$ cat src/rtl/pio_pkg.sv
package pio_pkg;
  typedef enum logic [1:0] {
    MODE_STROBE   = 2'b00,
    MODE_FULL_IN  = 2'b01,
    MODE_FULL_OUT = 2'b10
  } pioMode_e;

  localparam logic [1:0] ADDR_CFG = 2'd0;
  localparam logic [1:0] ADDR_PB  = 2'd1;
  localparam logic [1:0] ADDR_PC  = 2'd2;
  localparam logic [1:0] ADDR_PIN = 2'd3;

  // strobes from control to datapath
  typedef struct packed {
    logic       wrB;
    logic       wrC;
    logic       wrDdr;
    logic       capture;
    logic       fullOut;
    logic [1:0] rdSel;
  } pioStrobe_t;
endpackage

$ cat src/rtl/pio_ctrl.sv
module pio_ctrl
  import pio_pkg::*;
#(
  parameter int DATA_W       = 8,
  parameter int PULSE_CYCLES = 2
) (
  input  logic              clk,
  input  logic              rstN,
  input  logic              cpuSel,
  input  logic              cpuWe,
  input  logic [1:0]        cpuAddr,
  input  logic [3:0]        cfgIn,
  input  logic              straPin,
  output pioStrobe_t        ctl,
  output logic [DATA_W-1:0] ctrlByte,
  output logic              strbActive,
  output logic              strbPin
);
  localparam int CNT_W = $clog2(PULSE_CYCLES + 1);

  pioMode_e         mode;
  logic             edgeRise, activeHigh, flag, clrArm;
  logic             latchFull, outValid;
  logic [CNT_W-1:0] pulseCnt;
  logic [2:0]       straPipe;
  logic             straHit;
  logic             wrCfg, rdCfg, accLatch, rdLatch;

  always_comb begin
    wrCfg    = cpuSel & cpuWe & (cpuAddr == ADDR_CFG);
    rdCfg    = cpuSel & ~cpuWe & (cpuAddr == ADDR_CFG);
    accLatch = cpuSel & (cpuAddr == ADDR_PC);
    rdLatch  = accLatch & ~cpuWe;
  end

  // [1] is the synchronized level, [2] its previous value
  assign straHit = edgeRise ? (straPipe[1] & ~straPipe[2])
                            : (~straPipe[1] & straPipe[2]);

  always_comb begin
    ctl.wrB     = cpuSel & cpuWe & (cpuAddr == ADDR_PB);
    ctl.wrC     = cpuSel & cpuWe & (cpuAddr == ADDR_PC);
    ctl.wrDdr   = cpuSel & cpuWe & (cpuAddr == ADDR_PIN);
    ctl.capture = straHit & (mode != MODE_FULL_OUT);
    ctl.fullOut = (mode == MODE_FULL_OUT);
    ctl.rdSel   = cpuAddr;
  end

  always_ff @(posedge clk or negedge rstN) begin
    if (!rstN) begin
      straPipe   <= '0;
      mode       <= MODE_STROBE;
      edgeRise   <= 1'b0;
      activeHigh <= 1'b1;
      flag       <= 1'b0;
      clrArm     <= 1'b0;
    end else begin
      straPipe <= {straPipe[1:0], straPin};
      if (wrCfg) begin
        edgeRise   <= cfgIn[2];
        activeHigh <= cfgIn[3];
        if (cfgIn[1:0] != 2'b11) mode <= pioMode_e'(cfgIn[1:0]);
      end
      if (straHit) flag <= 1'b1;
      else if (clrArm && accLatch) flag <= 1'b0;
      if (accLatch) clrArm <= 1'b0;
      else if (rdCfg && flag) clrArm <= 1'b1;
    end
  end

  // handshake state
  always_ff @(posedge clk or negedge rstN) begin
    if (!rstN) begin
      pulseCnt  <= '0;
      latchFull <= 1'b0;
      outValid  <= 1'b0;
    end else if (wrCfg) begin
      pulseCnt  <= '0;
      latchFull <= 1'b0;
      outValid  <= 1'b0;
    end else begin
      if (mode == MODE_STROBE && ctl.wrB) pulseCnt <= CNT_W'(PULSE_CYCLES);
      else if (pulseCnt != '0) pulseCnt <= pulseCnt - 1'b1;
      if (mode == MODE_FULL_IN) begin
        if (ctl.capture) latchFull <= 1'b1;
        else if (rdLatch) latchFull <= 1'b0;
      end
      if (mode == MODE_FULL_OUT) begin
        if (ctl.wrC) outValid <= 1'b1;
        else if (straHit) outValid <= 1'b0;
      end
    end
  end

  always_comb begin
    case (mode)
      MODE_FULL_IN:  strbActive = ~latchFull;
      MODE_FULL_OUT: strbActive = outValid;
      default:       strbActive = (pulseCnt != '0);
    endcase
    strbPin  = activeHigh ? strbActive : ~strbActive;
    ctrlByte = {flag, {(DATA_W-5){1'b0}}, activeHigh, edgeRise, mode};
  end
endmodule

$ cat src/rtl/pio_dp.sv
module pio_dp
  import pio_pkg::*;
#(
  parameter int DATA_W = 8
) (
  input  logic              clk,
  input  logic              rstN,
  input  pioStrobe_t        ctl,
  input  logic [DATA_W-1:0] cpuWdata,
  input  logic [DATA_W-1:0] ctrlByte,
  input  logic [DATA_W-1:0] portCIn,
  output logic [DATA_W-1:0] cpuRdata,
  output logic [DATA_W-1:0] portBOut,
  output logic [DATA_W-1:0] portCOut,
  output logic [DATA_W-1:0] portCOe
);
  logic [DATA_W-1:0] cSync1, cSync2, latchQ, bReg, cReg, ddrReg;

  always_ff @(posedge clk or negedge rstN) begin
    if (!rstN) begin
      cSync1 <= '0;
      cSync2 <= '0;
      latchQ <= '0;
      bReg   <= '0;
      cReg   <= '0;
      ddrReg <= '0;
    end else begin
      cSync1 <= portCIn;
      cSync2 <= cSync1;
      if (ctl.capture) latchQ <= cSync2;
      if (ctl.wrB)     bReg   <= cpuWdata;
      if (ctl.wrC)     cReg   <= cpuWdata;
      if (ctl.wrDdr)   ddrReg <= cpuWdata;
    end
  end

  always_comb begin
    portBOut = bReg;
    portCOut = cReg;
    portCOe  = ctl.fullOut ? '1 : ddrReg;
    case (ctl.rdSel)
      ADDR_CFG: cpuRdata = ctrlByte;
      ADDR_PB:  cpuRdata = bReg;
      ADDR_PC:  cpuRdata = latchQ;
      default:  cpuRdata = cSync2;
    endcase
  end
endmodule

$ cat src/rtl/pio_handshake_top.sv
module pio_handshake_top
  import pio_pkg::*;
#(
  parameter int DATA_W       = 8,
  parameter int PULSE_CYCLES = 2
) (
  input  logic              clk,
  input  logic              rstN,
  input  logic              cpuSel,
  input  logic              cpuWe,
  input  logic [1:0]        cpuAddr,
  input  logic [DATA_W-1:0] cpuWdata,
  output logic [DATA_W-1:0] cpuRdata,
  input  logic              straPin,
  output logic              strbPin,
  output logic [DATA_W-1:0] portBOut,
  input  logic [DATA_W-1:0] portCIn,
  output logic [DATA_W-1:0] portCOut,
  output logic [DATA_W-1:0] portCOe
);
  pioStrobe_t        ctlBus;
  logic [DATA_W-1:0] ctrlByte;
  logic              strbActive;

  pio_ctrl #(.DATA_W(DATA_W), .PULSE_CYCLES(PULSE_CYCLES)) ctrl_i (
    .clk(clk), .rstN(rstN), .cpuSel(cpuSel), .cpuWe(cpuWe), .cpuAddr(cpuAddr),
    .cfgIn(cpuWdata[3:0]), .straPin(straPin), .ctl(ctlBus), .ctrlByte(ctrlByte),
    .strbActive(strbActive), .strbPin(strbPin)
  );

  pio_dp #(.DATA_W(DATA_W)) dp_i (
    .clk(clk), .rstN(rstN), .ctl(ctlBus), .cpuWdata(cpuWdata), .ctrlByte(ctrlByte),
    .portCIn(portCIn), .cpuRdata(cpuRdata), .portBOut(portBOut),
    .portCOut(portCOut), .portCOe(portCOe)
  );
endmodule

$ cat config.mk
export PLATFORM = sky130hd
export DESIGN_NAME = pio_handshake_top
export DESIGN_NICKNAME = d
export VERILOG_FILES = /design/src/rtl/pio_pkg.sv /design/src/rtl/pio_ctrl.sv /design/src/rtl/pio_dp.sv /design/src/rtl/pio_handshake_top.sv
export SDC_FILE = /design/constraint.sdc
export NUM_CORES = 1
export LEC_CHECK = 0
export ABC_AREA = 0
export ABC_CLOCK_PERIOD_IN_PS = 4400
export CAP_MARGIN = 5
export CORE_UTILIZATION = 35
export DETAILED_ROUTE_END_ITERATION = 8
export GPL_TIMING_DRIVEN = 0
export PLACE_DENSITY = 0.59
export SLEW_MARGIN = 20
export SYNTH_ARGS = -nofsm -noshare
export SYNTH_HDL_FRONTEND = slang
export SYNTH_SLANG_ARGS = --single-unit
$ cat constraint.sdc
create_clock -name clk -period 4.4 [get_ports clk]
set_input_delay 0.44 -clock clk [delete_from_list [all_inputs] [get_ports clk]]
set_output_delay 0.44 -clock clk [all_outputs]
set_load 0.01 [all_outputs]
==> results.json <==
{
  "status": "finished, final reports clean",
  "die-width_um": 87.0,
  "synthDistinctLibCells": 38,
  "crit_path_end_kind": "output port",
  "p_per_area_nw_per_um2": 508,
  "yosys_register_bits": 61,
  "p_comb_share_pct": 31.7,
  "synthesis.instances": 170,
  "nNetsFinal": 262,
  "fin_util_pct": 48.5,
  "pwr-share-seq_pct": 44.5,
  "synth-seq-area-share_pct": 60.4,
  "period_share_pct": 65.6,
  "drtIter0Drc": 65,
  "yosysWarnings": 0,
  "irDropWorstVdd_mv": 0.234,
  "total_power_w": 0.00170,
  "worst-setup-path-type": "reg -> out",
  "drv_slew": 0,
  "final_common_cell": "dfrtp_1",
  "cts.path.max_buffers": 2,
  "mostFrequentLayoutCells": "dfrtp_1, clkdlybuf4s50_1, mux2_2",
  "critPathMaxFanout": 10,
  "setup_viol": 0,
  "cp.arrival_ns": 2.45,
  "crit_path_top_delay_cell": "clkdlybuf4s50_1",
  "drt_wl_total_um": 5190,
  "grt_max_degree": 32,
  "worst_pin_slew_ns": 1.03,
  "h-tree-depth": 3,
  "antenna_cells": 0,
  "core_sq_um": 6910,
  "hold_viol_final": 0,
  "ant_nets": 0,
  "vias": 1589,
  "dpl.hpwl_um": 3620,
  "cts_buffers": 9,
  "start_util_pct": 36.6,
  "cts_tree": "yes",
  "stdcell_count": 333,
  "insertion_delay_ns": 0.33,
  "antenna_found_initial": 0,
  "clock-sinks": 61,
  "crit_family": "buffers and inverters",
  "dr.pass1.iters": 4,
  "path_cells": "inv_1, ha_1, clkbuf_1, nand2_1, a31oi_1, xnor2_1, clkdlybuf4s50_1",
  "slew_headroom_pct": 30.2,
  "syn_area_per_cell_sq_um": 14.9,
  "p_int_w": 0.00123,
  "areaGrowthSynthToFinish_pct": 32.4,
  "p_sw_share_pct": 27.5,
  "fin_worst_skew_ns": 0.00773,
  "grt_overflow": 0,
  "holdBufCountCts": 0,
  "syn_nets": 197,
  "fp-row-count": 30,
  "grt_pass1_wl_um": 8400,
  "clock.fmax_mhz": 346,
  "synth.cell_area_sq_um": 2530,
  "clk_pin_slew_ns": 0.06,
  "tns_ns": 0,
  "post_drt_via_cell_ratio": 4.77,
  "cpPeakStageDelay_ns": 0.55,
  "place.gp.congestion": 0.719,
  "routedWlPerCell_um": 15.6,
  "track_usage_pct": 15.3,
  "post-synth-top-area-fraction_pct": 59.3,
  "hp-class": "in -> async",
  "crit_buf_inv": 3,
  "rsz0062_at_grt": "no",
  "port_buffers": 53,
  "fillers": 635,
  "dp_cells": 320,
  "root_buffer": "clkbuf_8",
  "dieArea_sq_um": 7580,
  "drive_above_1_share_pct": 29.5,
  "yosys.area.top_type": "dfrtp_1",
  "drv_cap": 0,
  "crit_required_ns": 3.96,
  "post_cts_buffers": 0,
  "grt_pass1_vias": 1612,
  "multi_input_area_sq_um": 936,
  "yosys-top-cells-area": "dfrtp_1, mux2_2, mux2_4",
  "netSwitchingPower_w": 0.000467,
  "final-seq-area_sq_um": 1530,
  "fp.dieH_um": 87.0,
  "hold_slack_ns": 0.0442,
  "power_frac_clock_pct": 23.8,
  "cts_resized": 0,
  "crit_path_start_kind": "register",
  "remaining_drc_errors": 0,
  "p_leak_nw": 1.46,
  "finalCriticalPeriod_ns": 2.89,
  "io_pins": 56
}
-- state kept, by name (all words and copies together) (netlist names), 2 cells and up --
signal / flops
dp_i.cSync1: 8
dp_i.cSync2: 8
dp_i.ddrReg: 8
dp_i.latchQ: 8
dp_i.portBOut: 8
dp_i.portCOut: 8
ctrl_i.straPipe: 3
ctrl_i.mode: 2
ctrl_i.pulseCnt: 2
-- stage by stage --
stage / cell area (sq um) / setup slack (ns)
4_1_cts: 3350 / 1.43
5_1_grt: 3350 / 1.30
6_report: 3350 / 1.51
3_5_place_dp: 3200 / 1.67
2_1_floorplan: 2530 / 2.60
3_3_place_gp: 3180 / 0.881
-- worst reg2reg max path, stage by stage, from the launching register on --
cell	delay, ns
dfrtp_1	0.39
inv_1	0.08
ha_1	0.23
or4b_1	0.53
o31a_1	0.13
buf_6	0.16
mux2_4	0.30
-- layer usage --
layer	wire length, um	up-vias	track usage [%]
li1	-	734	-
met1	2410	795	20.6
met2	2340	52	21.8
met3	352	8	5.50
met4	80	0	7.73
met5	0	-	0
-- Yosys cell counts --
library cell  number
nor2b_1            3
o31a_1             1
dfrtp_1           60
a22o_1             3
buf_6              1
a21oi_1            1
o21a_1             1
nand2_1            8
dfstp_2            1
o311ai_0           1
clkbuf_1           2
nor4bb_1           2
mux4_2             5
nand3b_1           1
buf_2              3
or2_2              8
ha_1               4
a211oi_1           1
or4b_1             1
o22a_1             1
xor2_1             1
or2b_1             1
nor2_1             3
nand2b_1           1
nand4b_1           1
o31ai_1            1
o21ai_0            2
a31oi_1            1
xnor2_1            1
a221oi_1           1
and4b_1            1
mux2_4             8
buf_4              1
mux2_2            28
o221ai_1           2
inv_1              7
nand4bb_1          1
nand4_1            1
-- power by group through the flow --
stage | logic, W | clock network (W) | registers (W)
floorplan | 0.000297 | 0 | 0.000761
global placement | 0.000538 | 0 | 0.000762
detailed placement | 0.000548 | 0 | 0.000764
CTS | 0.000549 | 0.000418 | 0.000757
global route | 0.000585 | 0.000443 | 0.000772
finish | 0.000539 | 0.000405 | 0.000758
-- final cells by class --
cell class | instances | share of cell area [%]
plain buffers | 7 | 1.23
well taps | 96 | 3.58
flip-flops and latches | 61 | 45.6
multi-input cells | 95 | 27.9
inverters | 7 | 0.784
clock inverters | 3 | 0.448
repair buffers | 54 | 16.3
clock buffers | 10 | 4.11
-- final timing paths --
kind	slack, ns	endpoint	start	cells after the start
max in group asynchronous	3.80	ctrl_i.activeHigh	rstN	2
setup / recovery	1.51	strbPin	ctrl_i.mode[0]	7
hold / removal	0.04	dp_i.ddrReg[3]	rstN	1
min in group clk	0.35	dp_i.cSync2[3]	dp_i.cSync1[3]	0
setup reg to reg	2.47	dp_i.latchQ[2]	ctrl_i.mode[0]	6
hold reg to reg	0.35	dp_i.cSync2[3]	dp_i.cSync1[3]	0
-- logic make-up (layout without fill, tap and decap cells) --
kind of cell | count (synthesis) | after routing | synth area share [%]
xor gates and xnor gates | 2 | 2 | 0.692
buffers and inverters | 14 | 81 | 2.67
and+or+nand+nor | 32 | 32 | 7.81
AOI/OAI and AO/OA | 16 | 16 | 4.85
DFF | 61 | 61 | 60.4
muxes | 41 | 41 | 21.7
adders and majority gates | 4 | 4 | 1.98
(Power assumes the default switching activity.)
